## config.mk

```make
export PLATFORM = sky130hd
export DESIGN_NAME = twin_cycle_timer
export DESIGN_NICKNAME = d
export VERILOG_FILES = /design/src/rtl/tmr_pkg.sv /design/src/rtl/tmr_cycle_gen.sv /design/src/rtl/tmr_fall_detect.sv /design/src/rtl/tmr_count_unit.sv /design/src/rtl/twin_cycle_timer.sv
export SDC_FILE = /design/constraint.sdc
export NUM_CORES = 1
export LEC_CHECK = 0
export CAP_MARGIN = 10
export CORE_ASPECT_RATIO = 1.4
export CORE_MARGIN = 2
export CORE_UTILIZATION = 60
export CTS_CLUSTER_DIAMETER = 40
export CTS_CLUSTER_SIZE = 20
export DETAILED_ROUTE_END_ITERATION = 16
export PLACE_DENSITY = 0.85
export SETUP_SLACK_MARGIN = 0.3
export SLEW_MARGIN = 20
export SYNTH_ARGS = -nofsm -noshare
export SYNTH_HDL_FRONTEND = slang
export SYNTH_SLANG_ARGS = --single-unit
```

## constraint.sdc

```tcl
create_clock -name clk -period 3.3 [get_ports clk]
set_input_delay 0.66 -clock clk [delete_from_list [all_inputs] [get_ports clk]]
set_output_delay 0.66 -clock clk [all_outputs]
set_load 0.02 [all_outputs]
```

## src/rtl/tmr_pkg.sv

```systemverilog
package tmr_pkg;

    localparam int BYTE_W = 8;
    localparam int ADDR_W = 3;

    typedef enum logic [2:0] {
        MODE_13B    = 3'd0,
        MODE_16B    = 3'd1,
        MODE_RELOAD = 3'd2,
        MODE_SPLIT  = 3'd3,
        MODE_RSV4   = 3'd4,
        MODE_RSV5   = 3'd5,
        MODE_PWM    = 3'd6,
        MODE_RSV7   = 3'd7
    } tmr_mode_e;

    // config byte bits 5:0
    typedef struct packed {
        logic      tog_en;
        logic      run;
        logic      ext_sel;
        tmr_mode_e mode;
    } tmr_cfg_t;

    localparam int CFG_W = $bits(tmr_cfg_t);

    localparam logic [ADDR_W-1:0] ADDR_CFG0  = 3'd4;
    localparam logic [ADDR_W-1:0] ADDR_FLAGS = 3'd6;

    function automatic logic [ADDR_W-1:0] lo_addr(input int idx);
        return ADDR_W'(2 * idx);
    endfunction

    function automatic logic [ADDR_W-1:0] hi_addr(input int idx);
        return ADDR_W'(2 * idx + 1);
    endfunction

    function automatic logic [ADDR_W-1:0] cfg_addr(input int idx);
        return ADDR_W'(32'(ADDR_CFG0) + idx);
    endfunction

endpackage

```

## src/rtl/tmr_cycle_gen.sv

```systemverilog
module tmr_cycle_gen #(
    parameter int CLKS_PER_MC = 2
) (
    input  logic clk,
    input  logic rst,
    output logic mc_en
);
    localparam int CNT_W = (CLKS_PER_MC > 1) ? $clog2(CLKS_PER_MC) : 1;
    localparam logic [CNT_W-1:0] LAST = CNT_W'(CLKS_PER_MC - 1);

    logic [CNT_W-1:0] cnt_q;

    always_ff @(posedge clk) begin
        if (rst || cnt_q == LAST) cnt_q <= '0;
        else                      cnt_q <= cnt_q + 1'b1;
    end

    assign mc_en = (cnt_q == LAST);

    generate
        if (CLKS_PER_MC > 1) begin : g_gap
            // machine-cycle strobes are never back to back
            a_r1_mc_gap: assert property (@(posedge clk) disable iff (rst)
                mc_en |=> !mc_en);
        end
    endgenerate
endmodule

```

## src/rtl/tmr_fall_detect.sv

```systemverilog
module tmr_fall_detect (
    input  logic clk,
    input  logic rst,
    input  logic mc_en,
    input  logic pin,
    output logic fall
);
    logic samp_q;

    always_ff @(posedge clk) begin
        if (rst)        samp_q <= 1'b0;
        else if (mc_en) samp_q <= pin;
    end

    // previous sample high, this sample low
    assign fall = mc_en & samp_q & ~pin;
endmodule

```

## src/rtl/tmr_count_unit.sv

```systemverilog
module tmr_count_unit
    import tmr_pkg::*;
#(
    parameter int PRESCALE_W = 5
) (
    input  logic              clk,
    input  logic              rst,
    input  tmr_mode_e         mode,
    input  logic              tick,
    input  logic              hi_tick,
    input  logic              tog_en,
    input  logic              wr_lo,
    input  logic              wr_hi,
    input  logic [BYTE_W-1:0] wdata,
    output logic [BYTE_W-1:0] tl,
    output logic [BYTE_W-1:0] th,
    output logic              ovf_lo,
    output logic              ovf_hi,
    output logic              pin
);
    localparam int NARROW_W = BYTE_W + PRESCALE_W;

    logic [BYTE_W-1:0] tl_q, th_q, tl_n, th_n, cmp_q;
    logic              tog_q, wrap_pwm;
    logic [NARROW_W-1:0] narrow_n;

    always_comb begin
        tl_n     = tl_q;
        th_n     = th_q;
        ovf_lo   = 1'b0;
        ovf_hi   = 1'b0;
        wrap_pwm = 1'b0;
        narrow_n = {th_q, tl_q[PRESCALE_W-1:0]} + 1'b1;
        case (mode)
            MODE_13B: if (tick) begin
                th_n                 = narrow_n[NARROW_W-1:PRESCALE_W];
                tl_n[PRESCALE_W-1:0] = narrow_n[PRESCALE_W-1:0];
                ovf_lo               = &{th_q, tl_q[PRESCALE_W-1:0]};
            end
            MODE_16B: if (tick) begin
                {th_n, tl_n} = {th_q, tl_q} + 1'b1;
                ovf_lo       = &{th_q, tl_q};
            end
            MODE_RELOAD: if (tick) begin
                ovf_lo = &tl_q;
                tl_n   = (&tl_q) ? th_q : tl_q + 1'b1;
            end
            MODE_SPLIT: begin
                if (tick) begin
                    tl_n   = tl_q + 1'b1;
                    ovf_lo = &tl_q;
                end
                if (hi_tick) begin
                    th_n   = th_q + 1'b1;
                    ovf_hi = &th_q;
                end
            end
            MODE_PWM: if (tick) begin
                tl_n     = tl_q + 1'b1;
                ovf_lo   = &tl_q;
                wrap_pwm = &tl_q;
            end
            default: ;
        endcase
        if (wr_lo) tl_n = wdata;
        if (wr_hi) th_n = wdata;
    end

    always_ff @(posedge clk) begin
        if (rst) begin
            tl_q  <= '0;
            th_q  <= '0;
            cmp_q <= '0;
            tog_q <= 1'b1;
        end else begin
            tl_q <= tl_n;
            th_q <= th_n;
            if (wrap_pwm)          cmp_q <= th_q;
            if (ovf_lo && tog_en)  tog_q <= ~tog_q;
        end
    end

    assign tl  = tl_q;
    assign th  = th_q;
    assign pin = (mode == MODE_PWM) ? (tl_q < cmp_q) : tog_q;

    // a wrap in reload mode lands on the high byte
    a_r5_reload: assert property (@(posedge clk) disable iff (rst)
        (mode == MODE_RELOAD && tick && tl_q == '1 && !wr_lo && !wr_hi)
        |=> tl_q == $past(th_q));

    // compare value changes only at a period start
    a_r8_cmp_hold: assert property (@(posedge clk) disable iff (rst)
        !(mode == MODE_PWM && tick && tl_q == '1) |=> $stable(cmp_q));

    // the toggle state moves only after an overflow
    a_r9_pin_hold: assert property (@(posedge clk) disable iff (rst)
        !ovf_lo |=> $stable(tog_q));
endmodule

```

## src/rtl/twin_cycle_timer.sv

```systemverilog
module twin_cycle_timer
    import tmr_pkg::*;
#(
    parameter int CLKS_PER_MC = 2,
    parameter int PRESCALE_W  = 5
) (
    input  logic              clk,
    input  logic              rst,
    input  logic              reg_wr,
    input  logic [ADDR_W-1:0] reg_addr,
    input  logic [BYTE_W-1:0] reg_wdata,
    output logic [BYTE_W-1:0] reg_rdata,
    input  logic [1:0]        ext_in,
    output logic [1:0]        ovf_flag,
    output logic [1:0]        pin_out,
    output logic              rate_tick
);
    localparam int N_TMR = 2;

    logic                         mc_en;
    tmr_cfg_t                     cfg_q [N_TMR];
    logic [N_TMR-1:0][BYTE_W-1:0] tl_w, th_w;
    logic [N_TMR-1:0]             fall, tick, hi_tick, wr_lo, wr_hi;
    logic [N_TMR-1:0]             ovf_lo, ovf_hi, flag_q, flag_set;
    logic                         split0, wr_flags;

    tmr_cycle_gen #(.CLKS_PER_MC(CLKS_PER_MC)) u_cycle (
        .clk   (clk),
        .rst   (rst),
        .mc_en (mc_en)
    );

    assign split0   = (cfg_q[0].mode == MODE_SPLIT);
    assign wr_flags = reg_wr && (reg_addr == ADDR_FLAGS);

    generate
        for (genvar i = 0; i < N_TMR; i++) begin : g_tmr
            logic halted;
            if (i == 0) begin : g_first
                assign halted     = 1'b0;
                assign hi_tick[i] = cfg_q[1].run & mc_en;
            end else begin : g_other
                assign halted     = (cfg_q[i].mode == MODE_SPLIT);
                assign hi_tick[i] = 1'b0;
            end

            tmr_fall_detect u_edge (
                .clk   (clk),
                .rst   (rst),
                .mc_en (mc_en),
                .pin   (ext_in[i]),
                .fall  (fall[i])
            );

            assign tick[i]  = cfg_q[i].run & ~halted &
                              (cfg_q[i].ext_sel ? fall[i] : mc_en);
            assign wr_lo[i] = reg_wr && (reg_addr == lo_addr(i));
            assign wr_hi[i] = reg_wr && (reg_addr == hi_addr(i));

            tmr_count_unit #(.PRESCALE_W(PRESCALE_W)) u_count (
                .clk     (clk),
                .rst     (rst),
                .mode    (cfg_q[i].mode),
                .tick    (tick[i]),
                .hi_tick (hi_tick[i]),
                .tog_en  (cfg_q[i].tog_en),
                .wr_lo   (wr_lo[i]),
                .wr_hi   (wr_hi[i]),
                .wdata   (reg_wdata),
                .tl      (tl_w[i]),
                .th      (th_w[i]),
                .ovf_lo  (ovf_lo[i]),
                .ovf_hi  (ovf_hi[i]),
                .pin     (pin_out[i])
            );
        end
    endgenerate

    assign flag_set[0] = ovf_lo[0];
    assign flag_set[1] = split0 ? ovf_hi[0] : ovf_lo[1];
    assign rate_tick   = ovf_lo[1];

    always_ff @(posedge clk) begin
        if (rst) begin
            flag_q <= '0;
            for (int k = 0; k < N_TMR; k++) cfg_q[k] <= '0;
        end else begin
            flag_q <= (wr_flags ? (flag_q & reg_wdata[N_TMR-1:0]) : flag_q)
                      | flag_set;
            for (int k = 0; k < N_TMR; k++)
                if (reg_wr && reg_addr == cfg_addr(k))
                    cfg_q[k] <= tmr_cfg_t'(reg_wdata[CFG_W-1:0]);
        end
    end

    always_comb begin
        reg_rdata = '0;
        case (reg_addr)
            3'd0: reg_rdata = tl_w[0];
            3'd1: reg_rdata = th_w[0];
            3'd2: reg_rdata = tl_w[1];
            3'd3: reg_rdata = th_w[1];
            3'd4: reg_rdata = BYTE_W'(cfg_q[0]);
            3'd5: reg_rdata = BYTE_W'(cfg_q[1]);
            3'd6: reg_rdata = BYTE_W'(flag_q);
            default: reg_rdata = '0;
        endcase
    end

    assign ovf_flag = flag_q;

    // flag 0 only rises after an overflow of its source
    a_r10_flag_src: assert property (@(posedge clk) disable iff (rst)
        $rose(flag_q[0]) |-> $past(ovf_lo[0]));

    // timer 1 in split mode keeps its low byte
    a_r6_t1_halt: assert property (@(posedge clk) disable iff (rst)
        (cfg_q[1].mode == MODE_SPLIT && !wr_lo[1]) |=> $stable(tl_w[1]));

    // with timer 0 split, flag 1 rises only from timer 0's high byte
    a_r7_flag1_src: assert property (@(posedge clk) disable iff (rst)
        (split0 && !ovf_hi[0]) |=> !$rose(flag_q[1]));
endmodule

```

* Yosys cells after proc, flatten, opt, wreduce, memory -nomap -nowiden *
Memory sizes are Yosys's and may differ from the RTL's.
Index checks and enable logic that the tools add are counted.

cells by class
  shift operators = 0
  $mul = 0
  order comparisons = 2
  bitwise gates (word level) = 17
  add/sub/neg operators = 8
  muxes and demuxes = 53
  reduce and logical (&&, ||, !) cells = 36
  equal/unequal tests = 27
  div/mod/pow operators = 0

operators by type and width
  operator                 count
  $mux W8                  17
  $pmux W8 S7              1
  $pmux W5 S4              2
  $ne A3 B1 Y1 const B     13
  $add A16 B1 Y16 const B  2
  $reduce_and A16 Y1       2
  $add A13 B1 Y13 const B  2
  $reduce_and A13 Y1       2
  $add A8 B1 Y8 const B    3
  $pmux W8 S3              1
  $reduce_and A8 Y1        3
  $mux W1                  22
  $eq A3 B2 Y1 const B     6
  $pmux W3 S3              2
  $lt A8 B8 Y1             2
  $pmux W8 S2              1
  $eq A3 B3 Y1 const B     5
  $mux W6                  2
  $reduce_and A4 Y1        3
  $reduce_bool A4 Y1       3
  $mux W5                  2
  $reduce_and A5 Y1        2
  $reduce_bool A5 Y1       2
  $eq A3 B1 Y1 const B     3
  15 further kinds         40

word-level totals
  output and inout bits = 13
  latch bits = 0
  memories = 1
  register bits after elaboration = 55
  memory bits (writable) = 12
  bits in read-only memories = 0
  word-level logic and storage cells = 158
  bits of input ports = 16

memory list
  memory  words  width  rd ports  clocked after Yosys merged registers in  wr ports  line                    source
  cfg_q   2      6      2         0                                        2         twin_cycle_timer.sv:21  tmr_cfg_t cfg_q [N_TMR];

* Logic depth before layout (Yosys ltp) *
Gate-level depths: netlist (run 1).
An unclocked memory read counts as a cell.

  depth in word-level cells = 9
  mapped depth = 8
  depth with buffers taken out = 6

* Cells and area by module *
A second synthesis (run 1) with hierarchy kept.

second synthesis, totals
  cells, all modules = 611
  area total of the unflattened synthesis = 5123.7 um2

modules (own cells, without submodules)
  module            cells an instance  times used  area an instance (um2)  seq. area each (um2)
  tmr_count_unit    251                2           1980.6                  500.5
  twin_cycle_timer  99                 1           1051.0                  400.4
  tmr_fall_detect   4                  2           43.8                    20.0
  tmr_cycle_gen     2                  1           23.8                    20.0

* Worst setup path after synthesis (run 1) *
OpenSTA, ideal clock, no wires.

  path kind = in2out
  from = in reg_addr[0]
  to = out reg_rdata[2]
  arrival time = 2.068 ns
  buffers on the path = 2
  stages = 6
  required time = 2.640 ns
  slack = 0.572 ns
  cells stage by stage = clkbuf_1 > buf_1 > mux2i_1 > nor2_1 > a21oi_1 > o21ai_0

between the ends
  word-level cells in the longest chain between the ends = 2
  elaborated cells between the ends (all ways) = 8
  those cells by class = eq/ne (6); mux (1); reduce/logical (1)

RTL lines
  what                                        line                    source
  start: declaration                          twin_cycle_timer.sv:10  input logic [ADDR_W-1:0] reg_addr,
  $eq A3 B3 Y1, or another cell as far along  twin_cycle_timer.sv:98  case (reg_addr)
  $pmux W8 S7 *                               twin_cycle_timer.sv:98
  end: declaration                            twin_cycle_timer.sv:12  output logic [BYTE_W-1:0] reg_rdata,

Mark *: on every way between the ends. The rest lies on a longest branch, timed or not.

* Worst setup path after layout (run 1) *
  from = in ext_in[1]
  to = out rate_tick

between the ends
  word-level cells in the longest chain between the ends = 6
  elaborated cells between the ends (all ways) = 8
  those cells by class = mux (5); bitwise (3)

RTL lines
  what                        line                    source
  start: declaration          twin_cycle_timer.sv:13  input logic [1:0] ext_in,
  $not A1 Y1 *                tmr_fall_detect.sv:16   assign fall = mc_en & samp_q & ~pin;
  $and A1 B1 Y1 *             tmr_fall_detect.sv:16
  $mux W1 *                   twin_cycle_timer.sv:56  (cfg_q[i].ext_sel ? fall[i] : mc_en);
  $and A1 B1 Y1 *             twin_cycle_timer.sv:55  assign tick[i] = cfg_q[i].run & ~halted &
  $mux W1 (on tied branches)  --
  $pmux W1 S3 *               tmr_count_unit.sv:34    case (mode)
  end: declaration            twin_cycle_timer.sv:16  output logic rate_tick

Marks and branches as above.

==> metrics.log, run 1 <==
INFO  metric initial_utilization = 61.7%
INFO  metric synth_seq_area_share = 32.2%
INFO  metric synthToLayoutAreaGrowth = 14.8%
INFO  metric maxCapViolCount = 0
INFO  metric dp_slack = -0.0249 ns
INFO  metric synth.ff_latch_count = between 60 and 70
INFO  metric dp_cells = 649
INFO  metric critPathMaxFanout = 2
INFO  metric cp.required = 2.64 ns
INFO  metric final_setup_viols = 0
INFO  metric static_leakage = 1.99 nW
INFO  metric routed_wl = roughly 15000 µm
INFO  metric finalWeightedCongestion = 1.04
INFO  metric wl_per_cell = 21.9 µm
INFO  metric first_pass_grt_wire_length = 23000 µm
INFO  metric r2r.worst_path.cells = 4
INFO  metric die_width = 77.5 µm
INFO  metric hpwlAfterDp = 10500 µm
INFO  metric diodes = 0
INFO  metric numClockSinks = 67
INFO  metric layoutNonFillerInstCount = 666
INFO  metric grt_antenna_before_repair = 0
INFO  metric worst-slew-pin-transition = between 0.8 and 0.9 ns
INFO  metric buffer_ports.inserted = 28
INFO  metric clock-root-buffer = sky130_fd_sc_hd__clkbuf_8
INFO  metric io_pins = 29
INFO  metric grt-ovfl-total = 0
INFO  metric worst_skew_pair_latency = between 0.3 and 0.4 ns
INFO  metric drive_above_1_share = 14.1%
INFO  metric clock_tree.htree_level_count = 3
INFO  metric area.sequential = 1470 µm²
INFO  metric syn-instance-count = 532
INFO  metric synth_cell_type_count = 70
INFO  metric synth_flop_cell = sky130_fd_sc_hd__dfxtp_1
INFO  metric rsz0062_at_grt = yes
INFO  metric post_synth.cell_area_avg = approximately 8.5 µm²
INFO  metric min-delay-path-class = reg -> reg
INFO  metric via_per_inst = 6.87
INFO  metric first_pass_iters = 5
INFO  metric post-route-period-util = about nine tenths
INFO  metric ant_nets = 0
INFO  metric hold-path-cell-count = 2
INFO  metric ys.warnings.count = 0
INFO  metric synth_commonest_cells = sky130_fd_sc_hd__nor2_1 (66), sky130_fd_sc_hd__dfxtp_1 (55), sky130_fd_sc_hd__mux2i_1 (32)
INFO  metric setup.worst_path.class = in -> out
INFO  metric accumulated_negative_setup_slack = 0 ns
INFO  metric cts-buffers-inserted = 9
INFO  metric hold_viol = 0
INFO  metric report.final.slew_viol_count = 0
INFO  metric fin_total_pwr = 0.00193 W
INFO  metric multi_input_area = 2840 µm²
INFO  metric min_period = 2.98 ns
INFO  metric clk_pin_slew_worst_paths = about 0.070 ns
INFO  metric finalWorstSetupSlack = 0.318 ns
INFO  metric syn-num-nets = ~570
INFO  metric remaining_drc_errors = 0
INFO  metric cts_tree = done
INFO  metric outcome = complete, no violations
INFO  metric maxSlewHeadroom = 45.4%
INFO  metric synthArstFlopShare = 0%
INFO  metric global_router_s_overall_resource_usage = 36.2%
INFO  metric worstSetupEndpointType = output port
INFO  metric power_density = roughly 370 nW/µm²
INFO  metric synthDominantCellAreaShare = 24.2%
INFO  metric drt_first_iter_violations = 556
INFO  metric nets = 597
INFO  metric maxClockFrequency = 335 MHz
INFO  metric fp.dieArea = approximately 8300 µm²
INFO  metric netlist.top_cell.by_area = sky130_fd_sc_hd__dfxtp_1
INFO  metric coreArea = roughly 7400 µm²
INFO  metric fillers = 567
INFO  metric clk_path_buf_depth = 2
INFO  metric fin_skew = roughly 0.012 ns
INFO  metric mappedNetlistArea = 4540 µm²
INFO  metric timing.critical_path.from_type = input pin
INFO  metric number_of_enable_flip_flop_cells_after_synthesis = 12
INFO  metric ir_worst_vdd = 0.263 mV
INFO  metric ctsHoldBuffers = 0
INFO  metric detailed_place.area = 5000 µm²
INFO  metric route.vias.total = 4575
INFO  metric yosys-top-cells-area = sky130_fd_sc_hd__dfxtp_1 (24%), sky130_fd_sc_hd__edfxtp_1 (7.9%), sky130_fd_sc_hd__mux2i_1 (7.1%), sky130_fd_sc_hd__nor2_1 (5.5%), sky130_fd_sc_hd__ha_1 (4.7%)
INFO  metric finalInstanceArea = between 5000 and 6000 µm²
INFO  metric grt_max_degree = between 40 and 50
INFO  metric fp-row-count = 37
INFO  metric timing.critical_path.arrival = 2.32 ns
INFO  metric synth_most_common_cell = sky130_fd_sc_hd__nor2_1
INFO  metric fp.dieH = 107 µm
INFO  metric grt_pass1_vias = ~4500
-- layer usage --
layer	global-route usage, %	share of wire [%]
met2	63.0	49
met1	38.4	35
met4	26.3	7.3
met5	0	0
met3	7.49	8.3
-- metrics by stage --
| stage | util [%] | hold WS (ns) |
|---|---|---|
| 3_3_place_gp | 67.9 | 0.475 |
| 2_1_floorplan | - | 0.452 |
| 6_report | 70.9 | 0.498 |
| 4_1_cts | 70.7 | 0.498 |
| 3_5_place_dp | 67.9 | 0.482 |
| 5_1_grt | 70.9 | 0.536 |
-- final timing paths --
kind | startpoint | end | slack, ns
setup / recovery | ext_in[1] | rate_tick | 0.32
hold / removal | g_tmr[0].u_count.cmp_q[7] | g_tmr[0].u_count.cmp_q[7] | 0.50
setup reg to reg | cfg_q[0][2] | g_tmr[0].u_count.th[7] | 0.86
hold reg to reg | g_tmr[0].u_count.cmp_q[7] | g_tmr[0].u_count.cmp_q[7] | 0.50
-- logic make-up (layout without fill, tap and decap cells) --
logic type               count (synthesis)  in the layout  synth area share [%]
AND/OR/NAND/NOR                        201            201                  23.5
AO/OA/AOI/OAI                          134            134                  21.8
flip-flops                              67             67                  32.2
buffers and inverters                   62             99                  5.67
multiplexers                            40             40                  10.0
adder cells (fa/ha/maj)                 17             17                  4.68
XOR/XNOR                                11             11                  2.12
-- area by class of cell --
| type | instances | area share, % |
|---|---|---|
| timing repair buffer | 57 | 9.31 |
| sequential | 67 | 28.1 |
| tap | 97 | 2.33 |
| inverter | 26 | 1.87 |
| clock buffer | 16 | 4.05 |
| multi-input combinational | 403 | 54.4 |
-- placed cells by master (no fill, tap or decap), types with 4 or more instances in the layout --
cell,n
sky130_fd_sc_hd__o31ai_1,5
sky130_fd_sc_hd__a311oi_1,10
sky130_fd_sc_hd__mux2i_1,32
sky130_fd_sc_hd__o21ai_0,16
sky130_fd_sc_hd__edfxtp_1,12
sky130_fd_sc_hd__a211oi_1,21
sky130_fd_sc_hd__clkdlybuf4s50_1,14
sky130_fd_sc_hd__or4_1,4
sky130_fd_sc_hd__nor4_1,9
sky130_fd_sc_hd__dlygate4sd2_1,8
sky130_fd_sc_hd__xnor2_1,11
sky130_fd_sc_hd__buf_4,28
sky130_fd_sc_hd__a21o_1,7
sky130_fd_sc_hd__and4_1,4
sky130_fd_sc_hd__clkbuf_8,13
sky130_fd_sc_hd__nand4_1,6
sky130_fd_sc_hd__nor2b_2,4
sky130_fd_sc_hd__and3_1,4
sky130_fd_sc_hd__a21oi_1,25
sky130_fd_sc_hd__nand2_1,26
sky130_fd_sc_hd__inv_1,26
sky130_fd_sc_hd__nor3b_1,5
sky130_fd_sc_hd__nand3_1,25
sky130_fd_sc_hd__dfxtp_1,52
sky130_fd_sc_hd__mux4_2,4
sky130_fd_sc_hd__ha_1,17
sky130_fd_sc_hd__a31oi_1,10
sky130_fd_sc_hd__nand2b_1,5
sky130_fd_sc_hd__and2_1,14
sky130_fd_sc_hd__nor2_1,65
sky130_fd_sc_hd__o22ai_1,5
sky130_fd_sc_hd__nor2b_1,8
sky130_fd_sc_hd__nor3_1,7
-- registers in the layout (all words and copies together) (netlist names) --
| name | cells |
|---|---|
| cfg_q | 12 |
| g_tmr.u_count.cmp_q | 16 |
| g_tmr.u_count.th | 16 |
| g_tmr.u_count.tl | 16 |
| g_tmr.u_count.tog_q | 2 |
| g_tmr.u_edge.samp_q | 2 |
| ovf_flag | 2 |
| u_cycle.mc_en | 1 |
-- critical path: stages --
cell and delay [ns]:
sky130_fd_sc_hd__clkdlybuf4s50_1 0.44, sky130_fd_sc_hd__nor2b_2 0.19, sky130_fd_sc_hd__o211ai_4 0.09, sky130_fd_sc_hd__or4_4 0.54, sky130_fd_sc_hd__nand2_1 0.08, sky130_fd_sc_hd__clkdlybuf4s15_1 0.32
-- power by group --
group	leakage (nW)	switching [W]	total, W	internal, W
clock network	0.108	0.000324	0.000726	0.000402
logic	1.32	0.000163	0.000284	0.000121
registers	0.564	0.0000557	0.000918	0.000862
-- timing repair --
item                                    CTS  global route
endpoints found under the setup margin   11             7
resized for setup                        17            13
gates cloned                              0             0
buffers inserted                          0             1
No activity file was read; power rests on OpenSTA's default activity.
==> run 2: changes to the inputs <==
--- a/config.mk
+++ b/config.mk
@@ -5,6 +5,7 @@
 export SDC_FILE = /design/constraint.sdc
 export NUM_CORES = 1
 export LEC_CHECK = 0
+export ABC_CLOCK_PERIOD_IN_PS = 3300
 export CAP_MARGIN = 10
 export CORE_ASPECT_RATIO = 1.4
 export CORE_MARGIN = 2
@@ -12,6 +13,7 @@
 export CTS_CLUSTER_DIAMETER = 40
 export CTS_CLUSTER_SIZE = 20
 export DETAILED_ROUTE_END_ITERATION = 16
+export GPL_TIMING_DRIVEN = 0
 export PLACE_DENSITY = 0.85
 export SETUP_SLACK_MARGIN = 0.3
 export SLEW_MARGIN = 20
==> run 2 against run 1 <==
Effect of this change: sequential power decreased by 1%; largest cell class unchanged; utilization decreased by 0.085 points; final area decreased by 0.12%; power increased by 4.9%.
==> metrics.log, run 2 (same netlist as run 1, synthesis figures left out) <==
INFO  metric global_router_s_overall_resource_usage = 36.6%
INFO  metric remaining_drc_errors = 0
INFO  metric layout_common_cells = sky130_fd_sc_hd__nor2_1 (66), sky130_fd_sc_hd__dfxtp_1 (51), sky130_fd_sc_hd__mux2i_1 (32)
INFO  metric grt_antenna_before_repair = 0
INFO  metric worst-slew-pin-transition = about 0.82 ns
INFO  metric report.final.slew_viol_count = 0
INFO  metric ctsHoldBuffers = 0
INFO  metric power_density = just under 400 nW/µm²
INFO  metric regToRegSetupSlack = slightly below 0.8 ns
INFO  metric grt-ovfl-total = 0
INFO  metric crit_path_top_delay_cell = sky130_fd_sc_hd__or4_4
INFO  metric first_pass_iters = 5
INFO  metric maxSlewHeadroom = a little under half
INFO  metric finalInstanceArea = between 5000 and 6000 µm²
INFO  metric buffer_ports.inserted = 26
INFO  metric post-route-period-util = 90.1%
INFO  metric cts-buffers-inserted = 9
INFO  metric numClockSinks = 67
INFO  metric diodes = 0
INFO  metric dp_slack = -0.412 ns
INFO  metric maxClockFrequency = 336 MHz
INFO  metric outcome = complete, no violations
INFO  metric via_per_inst = about 6.6
INFO  metric grt_max_degree = 12
INFO  metric grt_pass1_vias = roughly 4200
INFO  metric clock-root-buffer = sky130_fd_sc_hd__clkbuf_8
INFO  metric critPathMaxFanout = 4
INFO  metric finalWorstSetupSlack = 0.326 ns
INFO  metric coreArea = 7360 µm²
INFO  metric maxCapViolCount = 0
INFO  metric wl_per_cell = around 22 µm
INFO  metric worst_skew_pair_latency = roughly 0.37 ns
INFO  metric initial_utilization = roughly three fifths
INFO  metric clk_path_buf_depth = 2
INFO  metric first_pass_grt_wire_length = about 23000 µm
INFO  metric final_setup_viols = 0
INFO  metric critical_path.cell_chain = clkdlybuf4s50_1 > nor2b_4 > o211ai_4 > or4_4 > nand2_1 > clkdlybuf4s15_2
INFO  metric clock_tree.htree_level_count = 3
INFO  metric timing.critical_path.slowest_cell_delay = 0.53 ns
INFO  metric clk_pin_slew_worst_paths = 0.07 ns
INFO  metric critical_path_buf_inv_count = 2
INFO  metric routed_wl = 14700 µm
INFO  metric drive_above_1_share = 12.5%
INFO  metric detailed_place.area = 4920 µm²
INFO  metric hold_viol = 0
INFO  metric fin_skew = between 0.009 and 0.01 ns
INFO  metric drt_first_iter_violations = 494
INFO  metric io_pins = 29
INFO  metric worstSetupEndpointType = output port
INFO  metric setup.worst_path.class = in -> out
INFO  metric critPathTopFamily = simple AND/OR/NAND/NOR gates
INFO  metric cts_tree = done
INFO  metric timing.critical_path.from_type = input pin
INFO  metric cp.required = 2.64 ns
INFO  metric route.vias.total = ~4500
INFO  metric fp.dieArea = 8290 µm²
INFO  metric ant_nets = 0
INFO  metric accumulated_negative_setup_slack = 0 ns
INFO  metric nets = roughly 600
INFO  metric finalWeightedCongestion = 0.996
INFO  metric timing.critical_path.arrival = 2.31 ns
INFO  metric synthToLayoutAreaGrowth = 14.7%
INFO  metric ir_worst_vdd = 0.302 mV
INFO  metric hpwlAfterDp = 10700 µm
INFO  metric static_leakage = 1.97 nW
INFO  metric fp-row-count = 37
INFO  metric rsz0062_at_grt = no
INFO  metric layout_commonest_cell = sky130_fd_sc_hd__nor2_1
INFO  metric min-delay-path-class = reg -> reg
INFO  metric fp.dieH = 107 µm
INFO  metric min_period = 2.97 ns
INFO  metric die_width = a little under 80 µm
==> run 2: cell types whose count changed in the layout (fill, tap and decap cells not counted), moves of 2 or more <==
cell	before	now
sky130_fd_sc_hd__buf_1	0	2
sky130_fd_sc_hd__buf_2	1	11
sky130_fd_sc_hd__buf_4	28	7
sky130_fd_sc_hd__bufinv_16	0	2
sky130_fd_sc_hd__clkbuf_1	2	17
sky130_fd_sc_hd__clkbuf_4	0	2
sky130_fd_sc_hd__clkbuf_8	13	10
sky130_fd_sc_hd__clkdlybuf4s15_1	3	0
sky130_fd_sc_hd__clkdlybuf4s50_1	14	17
sky130_fd_sc_hd__clkinv_2	0	2
sky130_fd_sc_hd__dfxtp_4	0	2
sky130_fd_sc_hd__nor2b_1	8	10
sky130_fd_sc_hd__nor2b_2	4	1
==> run 2: area by class of cell <==
cell class	instances	area [µm²]
multi-input cells	403	2840
repair buffers	30	278
plain buffers	36	170
well taps	97	121
inverters	26	97.6
clock buffers	12	166
clock inverters	4	70.1
flip-flops and latches	67	1470
fillers	582	2150
==> run 2: power breakdown <==
group	internal, W	switching, W
sequential	0.000861	0.0000477
clock	0.000490	0.000339
combinational	0.000113	0.000172
==> run 2: final timing paths <==
check | start | end | cells after the start
max | ext_in[1] | rate_tick | 6
min | g_tmr[1].u_count.cmp_q[0] | g_tmr[1].u_count.cmp_q[0] | 2
max reg2reg | cfg_q[0][2] | g_tmr[0].u_count.th[2] | 5
min reg2reg | g_tmr[1].u_count.cmp_q[0] | g_tmr[1].u_count.cmp_q[0] | 2
==> run 2: tightest hold or removal path, cell delays in order, from the launching register on <==
cell and delay (ns):
sky130_fd_sc_hd__dfxtp_1 0.33, sky130_fd_sc_hd__mux2i_1 0.07, sky130_fd_sc_hd__nor2_1 0.07
==> run 2: what timing repair did <==
| action | 4_1_cts | 5_1_grt |
|---|---|---|
| gates resized for setup | 24 | 5 |
| cloned | 0 | 0 |
| setup buffers | 2 | 2 |
| endpoints found under the setup margin | 11 | 2 |
| pin swaps | 1 | 1 |
==> run 2: routing by layer <==
metal | global-route usage, % | share of wire (%) | up-vias
li1 | - | - | 2061
met1 | 41.7 | 37 | 2105
met2 | 60.9 | 48 | 235
met3 | 6.14 | 7.5 | 71
met4 | 27.8 | 7.7 | 0
met5 | 0 | 0 | -
==> run 2: metrics by stage <==
stage,util [%],hold slack [ns],cells,power (W)
after global placement,66.9,0.465,655,0.00120
after detailed placement,66.9,0.485,655,0.00120
final,70.8,0.507,675,0.00202
after global routing,70.8,0.534,675,0.00206
after CTS,70.5,0.512,673,0.00201
after floorplan,-,0.452,532,0.00109
